### src/rtl/mf16_pkg.sv
package mf16_pkg;
   typedef struct packed {
      logic nan;
      logic ovf;
      logic unf;
      logic inx;
   } mf_flags_t;
endpackage

### src/rtl/mf16_unpack.sv
module mf16_unpack #(
   parameter int EXP_W = 4,
   parameter int MAN_W = 11
) (
   input  logic [EXP_W+MAN_W:0] op,
   output logic                 sign,
   output logic                 is_nan,
   output logic                 is_zero,
   output logic [EXP_W-1:0]     eff_exp,
   output logic [MAN_W:0]       sig
);
   localparam int W = EXP_W + MAN_W + 1;

   logic [EXP_W-1:0] fld;
   logic             sub;

   assign fld     = op[W-2:MAN_W];
   assign sub     = (fld == '0);
   assign sign    = op[W-1];
   assign is_nan  = (fld == '1);
   assign is_zero = sub && (op[MAN_W-1:0] == '0);
   // subnormals share the scale of exponent field 1
   assign eff_exp = sub ? EXP_W'(1) : fld;
   assign sig     = {~sub, op[MAN_W-1:0]};
endmodule

### src/rtl/mf16_sigmul.sv
module mf16_sigmul #(
   parameter int EXP_W = 4,
   parameter int MAN_W = 11
) (
   input  logic [EXP_W+MAN_W:0]   a,
   input  logic [EXP_W+MAN_W:0]   b,
   output logic                   p_sign,
   output logic                   p_nan,
   output logic                   p_zero,
   output logic [EXP_W:0]         p_esum,
   output logic [2*MAN_W+1:0]     p_prod
);
   localparam int SIG_W  = MAN_W + 1;
   localparam int PROD_W = 2 * SIG_W;

   logic             sa, sb, na, nb, za, zb;
   logic [EXP_W-1:0] ea, eb;
   logic [SIG_W-1:0] ma, mb;

   mf16_unpack #(.EXP_W(EXP_W), .MAN_W(MAN_W)) u_ua (
      .op(a), .sign(sa), .is_nan(na), .is_zero(za), .eff_exp(ea), .sig(ma));
   mf16_unpack #(.EXP_W(EXP_W), .MAN_W(MAN_W)) u_ub (
      .op(b), .sign(sb), .is_nan(nb), .is_zero(zb), .eff_exp(eb), .sig(mb));

   assign p_sign = sa ^ sb;
   assign p_nan  = na | nb;
   assign p_zero = za | zb;
   assign p_esum = {1'b0, ea} + {1'b0, eb};
   assign p_prod = PROD_W'(ma) * PROD_W'(mb);
endmodule

### src/rtl/mf16_round.sv
module mf16_round
   import mf16_pkg::*;
#(
   parameter int EXP_W = 4,
   parameter int MAN_W = 11
) (
   input  logic                 sign,
   input  logic                 nan_in,
   input  logic                 zero_in,
   input  logic [EXP_W:0]       esum,
   input  logic [2*MAN_W+1:0]   prod,
   output logic [EXP_W+MAN_W:0] res,
   output mf_flags_t            flags
);
   localparam int SIG_W  = MAN_W + 1;
   localparam int PROD_W = 2 * SIG_W;
   localparam int EMAX   = (1 << EXP_W) - 1;
   localparam int BIAS   = (1 << (EXP_W - 1)) - 1;
   localparam int LZ_W   = $clog2(PROD_W) + 1;
   localparam int BE_W   = EXP_W + LZ_W + 2;
   localparam int K_MAX  = SIG_W + 1;
   localparam int K_W    = $clog2(K_MAX + 1) + 1;

   logic [LZ_W-1:0]   lz;
   logic [PROD_W-1:0] pn, sh;
   logic [BE_W-1:0]   be, kraw, e_big;
   logic              tiny, guard, lost, ovf;
   logic [K_W-1:0]    k;
   logic [SIG_W-1:0]  kept;
   logic [SIG_W:0]    rnd;
   logic [EXP_W-1:0]  e_fin;

   always_comb begin
      lz = '0;
      for (int i = 0; i < PROD_W; i++)
         if (prod[i]) lz = LZ_W'(PROD_W - 1 - i);
      pn   = prod << lz;
      // biased exponent of the normalized product, before rounding
      be   = BE_W'(esum) - BE_W'(BIAS) + BE_W'(1) - BE_W'(lz);
      tiny = be[BE_W-1] | (be == '0);
      kraw = BE_W'(1) - be;
      if (!tiny)                     k = '0;
      else if (kraw > BE_W'(K_MAX))  k = K_W'(K_MAX);
      else                           k = K_W'(kraw);
      sh    = pn >> k;
      kept  = sh[PROD_W-1 -: SIG_W];
      guard = sh[MAN_W];
      lost  = ((sh << k) != pn) || (sh[MAN_W:0] != '0);
      rnd   = {1'b0, kept} + (SIG_W+1)'(guard);
      e_big = be + BE_W'(rnd[SIG_W]);
      ovf   = !tiny && (e_big >= BE_W'(EMAX));
      if (tiny) e_fin = rnd[MAN_W] ? EXP_W'(1) : '0;
      else      e_fin = e_big[EXP_W-1:0];

      flags = '0;
      if (nan_in) begin
         res       = {1'b0, {EXP_W{1'b1}}, 1'b1, {(MAN_W-1){1'b0}}};
         flags.nan = 1'b1;
      end else if (zero_in) begin
         res = {sign, {(EXP_W+MAN_W){1'b0}}};
      end else if (ovf) begin
         res       = {sign, EXP_W'(EMAX - 1), {MAN_W{1'b1}}};
         flags.ovf = 1'b1;
         flags.inx = 1'b1;
      end else begin
         res       = {sign, e_fin, rnd[MAN_W-1:0]};
         flags.inx = lost;
         flags.unf = tiny & lost;
      end
   end
endmodule

### src/rtl/mf16_mul.sv
module mf16_mul
   import mf16_pkg::*;
#(
   parameter int EXP_W = 4,
   parameter int MAN_W = 11,
   parameter int PIPE  = 0
) (
   input  logic                 clk,
   input  logic                 rst_n,
   input  logic                 in_valid,
   output logic                 in_ready,
   input  logic [EXP_W+MAN_W:0] in_a,
   input  logic [EXP_W+MAN_W:0] in_b,
   output logic                 out_valid,
   output logic [EXP_W+MAN_W:0] out_data,
   output logic                 out_nan,
   output logic                 out_ovf,
   output logic                 out_unf,
   output logic                 out_inx
);
   localparam int W      = EXP_W + MAN_W + 1;
   localparam int PROD_W = 2 * (MAN_W + 1);
   localparam logic [W-1:0]   NAN_PAT = {1'b0, {EXP_W{1'b1}}, 1'b1, {(MAN_W-1){1'b0}}};
   localparam logic [W-2:0]   MAX_MAG = {{(EXP_W-1){1'b1}}, 1'b0, {MAN_W{1'b1}}};

   if (EXP_W < 3 || MAN_W < 2) begin : g_bad_width
      $error("mf16_mul: EXP_W must be >= 3 and MAN_W >= 2");
   end
   if (PIPE != 0 && PIPE != 1) begin : g_bad_pipe
      $error("mf16_mul: PIPE must be 0 or 1");
   end

   logic              accept, rdy_q;
   logic              m_sign, m_nan, m_zero;
   logic [EXP_W:0]    m_esum;
   logic [PROD_W-1:0] m_prod;
   logic              s_valid, s_sign, s_nan, s_zero;
   logic [EXP_W:0]    s_esum;
   logic [PROD_W-1:0] s_prod;
   logic [W-1:0]      r_res;
   mf_flags_t         r_flags, o_flags;

   assign in_ready = rdy_q;
   assign accept   = in_valid & rdy_q;

   mf16_sigmul #(.EXP_W(EXP_W), .MAN_W(MAN_W)) u_mul (
      .a(in_a), .b(in_b), .p_sign(m_sign), .p_nan(m_nan), .p_zero(m_zero),
      .p_esum(m_esum), .p_prod(m_prod));

   if (PIPE == 1) begin : g_stage
      always_ff @(posedge clk or negedge rst_n) begin
         if (!rst_n) begin
            s_valid <= 1'b0;
            s_sign  <= 1'b0;
            s_nan   <= 1'b0;
            s_zero  <= 1'b0;
            s_esum  <= '0;
            s_prod  <= '0;
         end else begin
            s_valid <= accept;
            if (accept) begin
               s_sign <= m_sign;
               s_nan  <= m_nan;
               s_zero <= m_zero;
               s_esum <= m_esum;
               s_prod <= m_prod;
            end
         end
      end
      a_r9_valid_latency: assert property (@(posedge clk) disable iff (!rst_n)
         out_valid == $past(accept, 2));
   end else begin : g_direct
      assign s_valid = accept;
      assign s_sign  = m_sign;
      assign s_nan   = m_nan;
      assign s_zero  = m_zero;
      assign s_esum  = m_esum;
      assign s_prod  = m_prod;
      a_r9_valid_latency: assert property (@(posedge clk) disable iff (!rst_n)
         out_valid == $past(accept));
      a_r4_sign_xor: assert property (@(posedge clk) disable iff (!rst_n)
         out_valid && !out_nan |-> out_data[W-1] == $past(in_a[W-1] ^ in_b[W-1]));
   end

   mf16_round #(.EXP_W(EXP_W), .MAN_W(MAN_W)) u_rnd (
      .sign(s_sign), .nan_in(s_nan), .zero_in(s_zero), .esum(s_esum),
      .prod(s_prod), .res(r_res), .flags(r_flags));

   always_ff @(posedge clk or negedge rst_n) begin
      if (!rst_n) begin
         rdy_q     <= 1'b0;
         out_valid <= 1'b0;
         out_data  <= '0;
         o_flags   <= '0;
      end else begin
         rdy_q     <= 1'b1;
         out_valid <= s_valid;
         if (s_valid) begin
            out_data <= r_res;
            o_flags  <= r_flags;
         end
      end
   end

   assign out_nan = o_flags.nan;
   assign out_ovf = o_flags.ovf;
   assign out_unf = o_flags.unf;
   assign out_inx = o_flags.inx;

   a_r3_nan_canonical: assert property (@(posedge clk) disable iff (!rst_n)
      out_valid && out_nan |-> out_data == NAN_PAT && !out_ovf && !out_unf && !out_inx);
   a_r7_ovf_saturates: assert property (@(posedge clk) disable iff (!rst_n)
      out_valid && out_ovf |-> out_data[W-2:0] == MAX_MAG && out_inx && !out_unf);
   a_r1_no_reserved_exp: assert property (@(posedge clk) disable iff (!rst_n)
      out_valid && !out_nan |-> out_data[W-2:MAN_W] != '1);
   a_r8_unf_tiny: assert property (@(posedge clk) disable iff (!rst_n)
      out_valid && out_unf |-> out_data[W-2:MAN_W] <= EXP_W'(1) && out_inx);
   a_r9_ready_after_reset: assert property (@(posedge clk) disable iff (!rst_n)
      $past(rst_n) |-> in_ready);
endmodule

### config.mk
export PLATFORM = sky130hd
export DESIGN_NAME = mf16_mul
export DESIGN_NICKNAME = d
export VERILOG_FILES = /design/src/rtl/mf16_pkg.sv /design/src/rtl/mf16_unpack.sv /design/src/rtl/mf16_sigmul.sv /design/src/rtl/mf16_round.sv /design/src/rtl/mf16_mul.sv
export SDC_FILE = /design/constraint.sdc
export NUM_CORES = 1
export LEC_CHECK = 0
export BUFFER_PORTS_ARGS = -buffer_cell sky130_fd_sc_hd__buf_2
export CAP_MARGIN = 20
export CORE_ASPECT_RATIO = 0.7
export CORE_MARGIN = 2
export CORE_UTILIZATION = 60
export CTS_BUF_LIST = sky130_fd_sc_hd__clkbuf_4 sky130_fd_sc_hd__clkbuf_8 sky130_fd_sc_hd__clkbuf_16
export DETAILED_ROUTE_END_ITERATION = 12
export GPL_ROUTABILITY_DRIVEN = 0
export HOLD_SLACK_MARGIN = 0.1
export PLACE_DENSITY = 0.78
export SLEW_MARGIN = 25
export SYNTH_ARGS = -nofsm -noshare
export SYNTH_HDL_FRONTEND = slang
export SYNTH_SLANG_ARGS = --single-unit
### constraint.sdc
create_clock -name clk -period 3.7 [get_ports clk]
set_input_delay 0.74 -clock clk [delete_from_list [all_inputs] [get_ports clk]]
set_output_delay 0.74 -clock clk [all_outputs]
set_load 0.05 [all_outputs]
==> results of run 1 <==
## metrics by stage
step	util [%]	TNS, ns	hold WS, ns	worst slack (ns)
floorplan	-	-151.56	0.444	-8.65
global placement	84.6	-152.17	0.447	-8.64
detailed placement	84.6	-163.81	0.471	-9.35
CTS	91.4	-149.64	0.446	-8.50
## per-layer routing
layer / GRT overflow / global-route usage (%)
met1: 50 / 88.8
met2: 176 / 101
met3: 40 / 83.1
met4: 136 / 92.5
met5: 12 / 76.7
## cell usage after synthesis, types with 8 or more instances
cell | instances | area, µm²
a211o_1 | 12 | 105
a211oi_1 | 20 | 150
a21o_1 | 14 | 105
a21oi_1 | 68 | 340
a221oi_1 | 8 | 70.1
a22oi_1 | 15 | 113
a311oi_1 | 8 | 70.1
a31oi_1 | 23 | 144
and2_1 | 89 | 557
and3_1 | 15 | 93.8
buf_2 | 10 | 50.1
buf_6 | 8 | 90.1
clkbuf_1 | 67 | 251
dfrtp_1 | 22 | 551
fa_1 | 103 | 2060
ha_1 | 85 | 1060
inv_1 | 139 | 522
mux2_2 | 11 | 124
mux2i_1 | 24 | 240
nand2_1 | 190 | 713
nand2b_1 | 9 | 56.3
nand3_1 | 42 | 210
nand4_1 | 18 | 113
nor2_1 | 115 | 432
nor2b_1 | 26 | 163
nor3_1 | 39 | 195
nor4_1 | 19 | 119
o211ai_1 | 27 | 203
o21a_1 | 18 | 135
o21ai_0 | 60 | 300
o221ai_1 | 10 | 87.6
o22ai_1 | 23 | 144
o31ai_1 | 11 | 82.6
o32ai_1 | 8 | 70.1
or3_1 | 8 | 50.1
xnor2_1 | 20 | 175
xor2_1 | 13 | 114
## logic make-up after synthesis
group	Yosys count	synth area share [%]
compound gates	432	27.4
xor+xnor	34	2.62
fa+ha+maj	188	26.8
buf+inv	238	8.44
flops	22	4.72
mux	39	3.63
other cells	1	0.0321
simple gates	613	26.3
## what timing repair did
item / 4_1_cts
setup buffers: 62
pin swaps: 105
setup endpoints to repair: 18
gates resized for setup: 150
hold endpoints to repair: 0
cloned: 1
==> flow_metrics.tcl, run 1 <==
set metrics [dict create \
    status "aborted with a tool error" \
    failing_step "global routing" \
    tool.error "[ERROR GRT-0116] Global routing finished with congestion. Check the congestion regions in the DRC Viewer." \
    port_buffers 56 \
    initial_core_util_pct 61.5 \
    cts_root_buf "clkbuf_16" \
    yosys_warnings 0 \
    die_y_um 121 \
    grt_max_degree 43 \
    syn_nets 1790 \
    grt_pass1_vias 22700 \
    syn_avg_cell_area_um2 7.45 \
    numClockSinks 22 \
    ios 57 \
    hpwl_um 43700 \
    grt_overflow 414 \
    synth.distinct_cells 104 \
    grt_usage_pct 91.0 \
    syn_inst 1567 \
    cts_inserted_buffers 3 \
    place_inst 2299 \
    yosysSeqAreaShare_pct 4.72 \
    synth_area_mm2 0.0117 \
    postCtsHoldBufs 0 \
    clockBufferDepth 2 \
    synth_seq_cells 22 \
    rows 42 \
    ys_async_sr_fraction_pct 100 \
    htree_levels 1 \
    synth-edff-count 0 \
    die_x_um 171 \
    grt_pass1_wl_um 142000 \
    ys.flop_type "dfrtp_1" \
    place_area_mm2 0.0160 \
]
==> run 2: changes to the inputs <==
--- a/config.mk
+++ b/config.mk
@@ -7,14 +7,11 @@
 export LEC_CHECK = 0
 export BUFFER_PORTS_ARGS = -buffer_cell sky130_fd_sc_hd__buf_2
 export CAP_MARGIN = 20
-export CORE_ASPECT_RATIO = 0.7
 export CORE_MARGIN = 2
-export CORE_UTILIZATION = 60
-export CTS_BUF_LIST = sky130_fd_sc_hd__clkbuf_4 sky130_fd_sc_hd__clkbuf_8 sky130_fd_sc_hd__clkbuf_16
+export CORE_UTILIZATION = 40
 export DETAILED_ROUTE_END_ITERATION = 12
 export GPL_ROUTABILITY_DRIVEN = 0
-export HOLD_SLACK_MARGIN = 0.1
-export PLACE_DENSITY = 0.78
+export PLACE_DENSITY_LB_ADDON = 0.15
 export SLEW_MARGIN = 25
 export SYNTH_ARGS = -nofsm -noshare
 export SYNTH_HDL_FRONTEND = slang
==> run 2 against run 1 <==
The flow now finishes, with violations (negative setup slack); area after synthesis did not move; synthesized cell count unchanged.
==> flow_metrics.tcl, run 2 <==
set metrics [dict create \
    status "finished with violations" \
    violations "negative setup slack" \
    final_common_cell "buf_4" \
    vias 14600 \
    dr.pass1.iters 7 \
    n_fill_cell 2575 \
    wirelength_um 47500 \
    ant_nets 0 \
    reg2reg_from "in_ready$_DFF_PN0_" \
    clkLatencyLatePin_ns 0.25 \
    yosysTopAreaCell "fa_1" \
    die-area_mm2 0.0306 \
    drive_gt1_share_pct 39.6 \
    max_stage_delay_ns 0.60 \
    max-slew-margin-rel_pct 39.8 \
    wl_met1_um 20700 \
    final_cell_mix "buf_4, nand2_1, inv_1" \
    synth.distinct_cells 104 \
    timing.clock.skew_ns 0.00196 \
    syn_avg_cell_area_um2 7.45 \
    largest_reg_flops 16 \
    yosys_warnings 0 \
    worstPathRequired_ns 3.86 \
    cts_tree "built" \
    dpl_worst_slack_ns -9.26 \
    synthMuxAreaShare_pct 3.63 \
    holdWs_ns 0.442 \
    cts_inserted_buffers 3 \
    fin_ws_ns -8.25 \
    startpoint_type "input pin" \
    fin_crit_sh_pct 323 \
    htree_levels 1 \
    crit-reg2reg-capture "out_unf$_DFFE_PN0P_" \
    synth_xor_area_share_pct 2.62 \
    clockBufferDepth 2 \
    route.met2.wl_um 20600 \
    slew_violations 0 \
    grt_usage_pct 30.5 \
    cts.reportedPaths.clkPinSlew_ns 0.06 \
    crit_buf_inv 11 \
    area_delta_synth_final_pct 49.3 \
    rrSetupSlack_ns 1.32 \
    synthMostInstantiatedCell "nand2_1" \
    dr.first_iter.drc_count 1714 \
    met3_length_um 4610 \
    synth_top_area_share_pct 17.7 \
    max_freq_mhz 83.7 \
    antenna_cells 0 \
    synth-simple-area-share_pct 26.3 \
    ys.flop_type "dfrtp_1" \
    hold_class "in -> async" \
    viasPerCell 5.90 \
    end_kind "flip-flop" \
    maxCapViolations 0 \
    rows 62 \
    min_period_ns 11.95 \
    yosysSeqAreaShare_pct 4.72 \
    crit_family "adder cells" \
    setup_viol 18 \
    core_area_mm2 0.0287 \
    hpwl_um 38400 \
    synthAdderAreaFrac_pct 26.8 \
    critPathKind "in -> reg" \
    yosys-top-cells-count "nand2_1, inv_1, nor2_1, fa_1, and2_1" \
    port_buffers 56 \
    worstPathArrival_ns 12.11 \
    rr_worst_depth 8 \
    routedWlPerCell_um 19.2 \
    tightest_slew_ns 0.895 \
    path_max_fanout 7 \
    antenna_found_initial 0 \
    ys_async_sr_fraction_pct 100 \
    nNetsFinal 2314 \
    place_inst 2411 \
    grt_max_degree 43 \
    die_y_um 175 \
    cpMostUsedCell "fa_2" \
    synth_area_mm2 0.0117 \
    synth-edff-count 0 \
    finalHoldViolCount 0 \
    cts_root_buf "clkbuf_16" \
    ios 57 \
    grt_pass1_vias 14500 \
    initial_core_util_pct 40.7 \
    synth_compound_area_share_pct 27.4 \
    cp_num_cells 54 \
    grt_pass1_wl_um 76200 \
    top_register "out_data" \
    fin_cells 2474 \
    synth_top_family_by_area "compound AO/OA/AOI/OAI gates" \
    syn_inst 1567 \
    grt_setup_unrepaired "true" \
    routed.top_layer "met4" \
    numClockSinks 22 \
    synth.area.top_cells "fa_1, ha_1, nand2_1" \
    drcViolationCount 0 \
    synth_seq_cells 22 \
    syn_nets 1790 \
    die_x_um 175 \
    critPathSlowestCell "fa_2" \
    grt_overflow 0 \
    postCtsHoldBufs 0 \
]
## run 2: cell counts after synthesis
No cell type changed its count.
## run 2: per-stage QoR
| stage | util, % | setup TNS [ns] | area, µm² |
|---|---|---|---|
| 2_1_floorplan | - | -151.56 | 12200 |
| 3_3_place_gp | 56.3 | -155.67 | 16200 |
| 3_5_place_dp | 56.3 | -159.65 | 16200 |
| 4_1_cts | 59.4 | -143.68 | 17100 |
| 5_1_grt | 60.7 | -153.53 | 17400 |
| 6_report | 60.7 | -145.70 | 17400 |
## run 2: repair_timing
action,4_1_cts,5_1_grt
cloned,2,0
endpoints found under the setup margin,18,18
gates resized for setup,114,52
pin swaps,71,39
buffers inserted,43,22
## run 2: worst max-delay path by stage
stage,from,to,slack (ns)
CTS,in_b[14],out_data[7]$_DFFE_PN0P_,-8.12
global route,in_b[14],out_data[9]$_DFFE_PN0P_,-8.74
global placement,in_b[14],out_data[7]$_DFFE_PN0P_,-8.98
detailed placement,in_b[14],out_data[7]$_DFFE_PN0P_,-9.26
finish,in_b[14],out_data[9]$_DFFE_PN0P_,-8.25
floorplan,in_b[14],out_data[6]$_DFFE_PN0P_,-8.65
## run 2: kinds of logic after synthesis
group           Yosys count
simple gates            613
other cells               1
mux                      39
xor+xnor                 34
compound gates          432
flops                    22
fa+ha+maj               188
buf+inv                 238
## run 2: per-layer routing
layer | global-route usage (%) | up-vias
met5 | 0 | -
met4 | 8.23 | 0
met3 | 4.37 | 149
met2 | 47.6 | 771
met1 | 43.9 | 6982
li1 | - | 6695
## run 2: layout make-up
cell class	instances	area, µm²	area share [%]
Tap cell	384	480	2.76
Clock buffer	3	75.1	0.431
Clock inverter	1	30.0	0.172
Sequential cell	22	551	3.16
Timing Repair Buffer	612	4610	26.4
Inverter	144	546	3.13
Multi-Input combinational cell	1308	11100	63.9
## run 2: worst register-to-register path, stage by stage, from the launching register on
cell	delay [ns]
dfrtp_1	0.37
nand2_1	0.06
buf_4	0.21
a41o_1	0.22
a41oi_1	0.56
nand2_1	0.49
nor2_1	0.21
a22oi_1	0.09
o31ai_1	0.08
Power of run 2 is left out: the tool's default activity adds up to more than one toggle a clock period on the data nets, which glitch-free logic cannot reach.
==> run 3: changes to the inputs <==
--- a/config.mk
+++ b/config.mk
@@ -5,6 +5,7 @@
 export SDC_FILE = /design/constraint.sdc
 export NUM_CORES = 1
 export LEC_CHECK = 0
+export ABC_CLOCK_PERIOD_IN_PS = 3700
 export BUFFER_PORTS_ARGS = -buffer_cell sky130_fd_sc_hd__buf_2
 export CAP_MARGIN = 20
 export CORE_MARGIN = 2
@@ -16,3 +17,4 @@
 export SYNTH_ARGS = -nofsm -noshare
 export SYNTH_HDL_FRONTEND = slang
 export SYNTH_SLANG_ARGS = --single-unit
+export TNS_END_PERCENT = 50
==> constraint.sdc (replaced) <==
create_clock -name clk -period 3.7 [get_ports clk]
set_input_delay 0.185 -clock clk [delete_from_list [all_inputs] [get_ports clk]]
set_output_delay 0.185 -clock clk [all_outputs]
set_load 0.05 [all_outputs]
==> run 3 against run 2 <==
The flow still finishes with violations (negative setup slack); worst setup slack improved by 0.45 ns; core utilization fell by 0.27 points; clock skew rose by 0.0043 ns; design area fell by 0.45%; largest cell class unchanged.
==> flow_metrics.tcl, run 3 (synthesis results as in run 2) <==
set metrics [dict create \
    whs_path_depth 4 \
    max_stage_delay_ns 0.55 \
    max_freq_mhz 87.0 \
    reg2reg_from "in_ready$_DFF_PN0_" \
    hold_start "in_a[15]" \
    setup_viol 18 \
    cpMostUsedCell "fa_1" \
    grt_usage_pct 30.3 \
    rr_worst_depth 7 \
    worstPathRequired_ns 3.82 \
    port_buffers 56 \
    wirelength_um 47400 \
    ant_nets 0 \
    top_register "out_data" \
    antenna_found_initial 0 \
    grt_pass1_wl_um 75700 \
    end_kind "flip-flop" \
    drive_gt1_share_pct 38.6 \
    hpwl_um 38000 \
    cts_tree "built" \
    path_max_fanout 8 \
    clockBufferDepth 2 \
    multiInputGateArea_mm2 0.0111 \
    fin_ws_ns -7.80 \
    max-slew-margin-rel_pct 51.9 \
    vias 14600 \
    maxCapViolations 0 \
    routedWlPerCell_um 19.2 \
    critPathKind "in -> reg" \
    worstPathArrival_ns 11.62 \
    dr.first_iter.drc_count 1786 \
    nNetsFinal 2308 \
    cts_root_buf "clkbuf_16" \
    die-area_mm2 0.0306 \
    grt_pass1_vias 14400 \
    grt_max_degree 43 \
    antenna_cells 0 \
    dr.pass1.iters 7 \
    rrSetupSlack_ns 1.07 \
    grt_setup_unrepaired "true" \
    rows 62 \
    hold_class "in -> reg" \
    cts.reportedPaths.clkPinSlew_ns 0.06 \
    drcViolationCount 0 \
    timing.clock.skew_ns 0.00621 \
    startpoint_type "input pin" \
    crit-reg2reg-capture "out_unf$_DFFE_PN0P_" \
    numClockSinks 22 \
    holdPathEnd "out_data[15]$_DFFE_PN0P_" \
    min_period_ns 11.50 \
    final_cell_mix "buf_4, nand2_1, inv_1" \
    ff_latch_area_um2 551 \
    cts_inserted_buffers 3 \
    n_fill_cell 2566 \
    critPathSlowestCell "fa_1" \
    ios 57 \
    fin_crit_sh_pct 311 \
    die_y_um 175 \
    grt_overflow 0 \
    violations "negative setup slack" \
    final_util_pct 60.4 \
    clkLatencyLatePin_ns 0.26 \
    tightest_slew_ns 0.720 \
    die_x_um 175 \
    htree_levels 1 \
    slew_violations 0 \
    core_area_mm2 0.0287 \
    viasPerCell 5.90 \
    status "finished with violations" \
    finalHoldViolCount 0 \
    final_common_cell "buf_4" \
    initial_core_util_pct 40.7 \
    area_delta_synth_final_pct 48.6 \
    largest_reg_flops 16 \
]
run 3: changes by cell type in the layout (fill, tap and decap cells not counted), sizes merged:
| cell | delta |
|---|---|
| buf | -9 |
| dlygate4sd3 | +1 |
| clkbuf | +2 |
run 3: repair_timing:
item | in CTS | in global routing
setup endpoints to repair | 18 | 18
hold buffers | 1 | 0
gates cloned | 1 | 2
pin swaps | 79 | 32
buffers inserted | 36 | 18
endpoints found under the hold margin | 22 | 0
gates resized for setup | 73 | 65
run 3: worst max-delay path by stage:
stage / cells after the start / startpoint / to / slack (ns)
2_1_floorplan: 58 / in_b[14] / out_data[6]$_DFFE_PN0P_ / -8.10
3_3_place_gp: 57 / in_b[14] / out_data[7]$_DFFE_PN0P_ / -8.34
3_5_place_dp: 57 / in_b[14] / out_data[7]$_DFFE_PN0P_ / -8.58
4_1_cts: 57 / in_b[11] / out_data[9]$_DFFE_PN0P_ / -7.63
5_1_grt: 58 / in_b[11] / out_data[5]$_DFFE_PN0P_ / -8.29
6_report: 57 / in_b[11] / out_data[5]$_DFFE_PN0P_ / -7.80
run 3: through the flow:
step / cells / hold slack, ns / setup WS [ns] / setup TNS [ns] / cell area [µm²]
3_5_place_dp: 2406 / 0.179 / -8.58 / -149.22 / 16100
3_3_place_gp: 2406 / 0.165 / -8.34 / -145.73 / 16100
6_report: 2468 / 0.229 / -7.80 / -137.24 / 17300
4_1_cts: 2448 / 0.233 / -7.63 / -134.77 / 16800
2_1_floorplan: 1567 / -0.111 / -8.10 / -141.79 / 12200
5_1_grt: 2468 / 0.290 / -8.29 / -145.81 / 17300
run 3: cell type report:
cell class	instances	share of cell area (%)
Multi-Input combinational cell	1308	64.0
Timing Repair Buffer	606	26.3
Sequential cell	22	3.17
Inverter	144	3.16
Tap cell	384	2.77
Clock buffer	3	0.433
Clock inverter	1	0.173
run 3: metal layers:
metal | up-vias | routed length [µm] | share of wire [%] | global-route usage [%]
li1 | 6681 | - | - | -
met1 | 6947 | 20800 | 44 | 43.1
met2 | 758 | 20600 | 43 | 47.9
met3 | 174 | 4160 | 8.8 | 4.13
met4 | 0 | 1880 | 4.0 | 8.72
met5 | - | 0 | 0 | 0
run 3: critical path: cells and delay by family:
| family | cells | cell delay [ns] |
|---|---|---|
| buffers and inverters | 14 | 1.55 |
| and+or+nand+nor | 13 | 2.22 |
| adders and majority gates | 13 | 4.37 |
| AOI/OAI and AO/OA | 17 | 3.28 |
Power of run 3 is left out for the same reason.
==> run 4: changes to the inputs <==
--- a/config.mk
+++ b/config.mk
@@ -13,6 +13,7 @@
 export DETAILED_ROUTE_END_ITERATION = 12
 export GPL_ROUTABILITY_DRIVEN = 0
 export PLACE_DENSITY_LB_ADDON = 0.15
+export SKIP_LAST_GASP = 1
 export SLEW_MARGIN = 25
 export SYNTH_ARGS = -nofsm -noshare
 export SYNTH_HDL_FRONTEND = slang
==> run 4 against run 3 <==
The flow still finishes with violations (negative setup slack); clock skew shrank 0.0019 ns; maximum frequency fell by 0.32%; first-iteration DRC count down 14%; via count is 0.87% lower; sequential share of layout area is essentially flat.
==> flow_metrics.tcl, run 4 (synthesis results as in run 2) <==
set metrics [dict create \
    status "finished with violations" \
    violations "negative setup slack" \
    final_util_pct 59.9 \
    min_period_ns 11.53 \
    clockBufferDepth 2 \
    vias 14400 \
    die_y_um 175 \
    top_register "out_data" \
    fin_crit_sh_pct 312 \
    grt_pass1_wl_um 75500 \
    die-area_mm2 0.0306 \
    fin_cells 2461 \
    grt_pass1_vias 14400 \
    setup_viol 18 \
    worstPathArrival_ns 11.70 \
    ios 57 \
    wirelength_um 47200 \
    rows 62 \
    tightest_slew_ns 0.738 \
    max_freq_mhz 86.7 \
    antenna_cells 0 \
    cts_inserted_buffers 3 \
    max-slew-margin-rel_pct 50.7 \
    area_delta_synth_final_pct 47.3 \
    clkLatencyLatePin_ns 0.25 \
    cts_root_buf "clkbuf_16" \
    slew_violations 0 \
    final_cell_area_mm2 0.0172 \
    core_area_mm2 0.0287 \
    dr.first_iter.drc_count 1532 \
    critPathKind "in -> reg" \
    fin_ws_ns -7.83 \
    htree_levels 1 \
    port_buffers 56 \
    routedWlPerCell_um 19.2 \
    timing.clock.skew_ns 0.00431 \
    ant_nets 0 \
    worstPathRequired_ns 3.87 \
    tns_ns -138.34 \
    cpMostUsedCell "fa_1" \
    die_x_um 175 \
    final_common_cell "buf_4" \
    startpoint_type "input pin" \
    reg2reg_from "in_ready$_DFF_PN0_" \
    max_stage_delay_ns 0.58 \
    numClockSinks 22 \
    rrSetupSlack_ns 1.08 \
    cts.reportedPaths.clkPinSlew_ns 0.06 \
    cts_tree "built" \
    finalHoldViolCount 0 \
    hold_start "in_a[15]" \
    crit-reg2reg-capture "out_unf$_DFFE_PN0P_" \
    initial_core_util_pct 40.7 \
    maxCapViolations 0 \
    hold_class "in -> reg" \
    largest_reg_flops 16 \
    n_fill_cell 2602 \
    holdPathEnd "out_data[15]$_DFFE_PN0P_" \
    place_inst 2406 \
    grt_usage_pct 30.3 \
    viasPerCell 5.86 \
    end_kind "flip-flop" \
    path_max_fanout 8 \
    whs_path_depth 4 \
    grt_max_degree 43 \
    place_area_mm2 0.0161 \
    grt_setup_unrepaired "true" \
    critPathSlowestCell "fa_1" \
    dr.pass1.iters 6 \
    drcViolationCount 0 \
    drive_gt1_share_pct 37.8 \
    rr_worst_depth 7 \
    grt_overflow 0 \
    nNetsFinal 2301 \
    antenna_found_initial 0 \
    hpwl_um 38000 \
    final_cell_mix "buf_4, nand2_1, inv_1" \
]
[run 4: worst max-delay path, delay by kind of cell]
family	cells	cell delay [ns]
adders and majority gates	13	4.41
AOI/OAI and AO/OA	16	3.21
buffers and inverters	14	1.49
and+or+nand+nor	13	2.39
[run 4: worst max path at each step]
stage | startpoint | end | slack (ns) | cells after the start
floorplan | in_b[14] | out_data[6]$_DFFE_PN0P_ | -8.10 | 58
global placement | in_b[14] | out_data[7]$_DFFE_PN0P_ | -8.34 | 57
detailed placement | in_b[14] | out_data[7]$_DFFE_PN0P_ | -8.58 | 57
CTS | in_b[11] | out_data[9]$_DFFE_PN0P_ | -7.63 | 57
global route | in_b[11] | out_data[7]$_DFFE_PN0P_ | -8.31 | 57
finish | in_b[11] | out_data[7]$_DFFE_PN0P_ | -7.83 | 56
[run 4: metal layers]
layer | part of all wire, % | wire, µm | vias up | global-route usage, %
met1 | 44 | 20600 | 6857 | 43.1
met3 | 9.2 | 4320 | 162 | 4.11
met2 | 43 | 20500 | 752 | 48.0
met4 | 3.8 | 1810 | 0 | 8.40
met5 | 0 | 0 | - | 0
li1 | - | - | 6662 | -
[run 4: metrics by stage]
step                      setup slack (ns)  hold slack (ns)
after global routing                 -8.31            0.288
final                                -7.83            0.235
after detailed placement             -8.58            0.179
after global placement               -8.34            0.165
after CTS                            -7.63            0.233
after floorplan                      -8.10           -0.111
[run 4: what timing repair did]
| item | CTS | global route |
|---|---|---|
| gates cloned | 1 | 1 |
| hold buffers | 1 | 0 |
| setup endpoints to repair | 18 | 18 |
| pin swaps | 79 | 43 |
| endpoints found under the hold margin | 22 | 0 |
| setup buffers | 36 | 12 |
| resized for setup | 64 | 54 |
[run 4: final cells by class]
| type | count | area [µm²] | share of cell area (%) |
|---|---|---|---|
| tap | 384 | 480 | 2.80 |
| inverter | 144 | 551 | 3.20 |
| multi-input combinational | 1308 | 11000 | 64.1 |
| sequential | 22 | 551 | 3.20 |
| clock buffer | 3 | 75.1 | 0.437 |
| clock inverter | 1 | 30.0 | 0.175 |
| timing repair buffer | 599 | 4480 | 26.0 |
Power of run 4 is left out for the same reason.
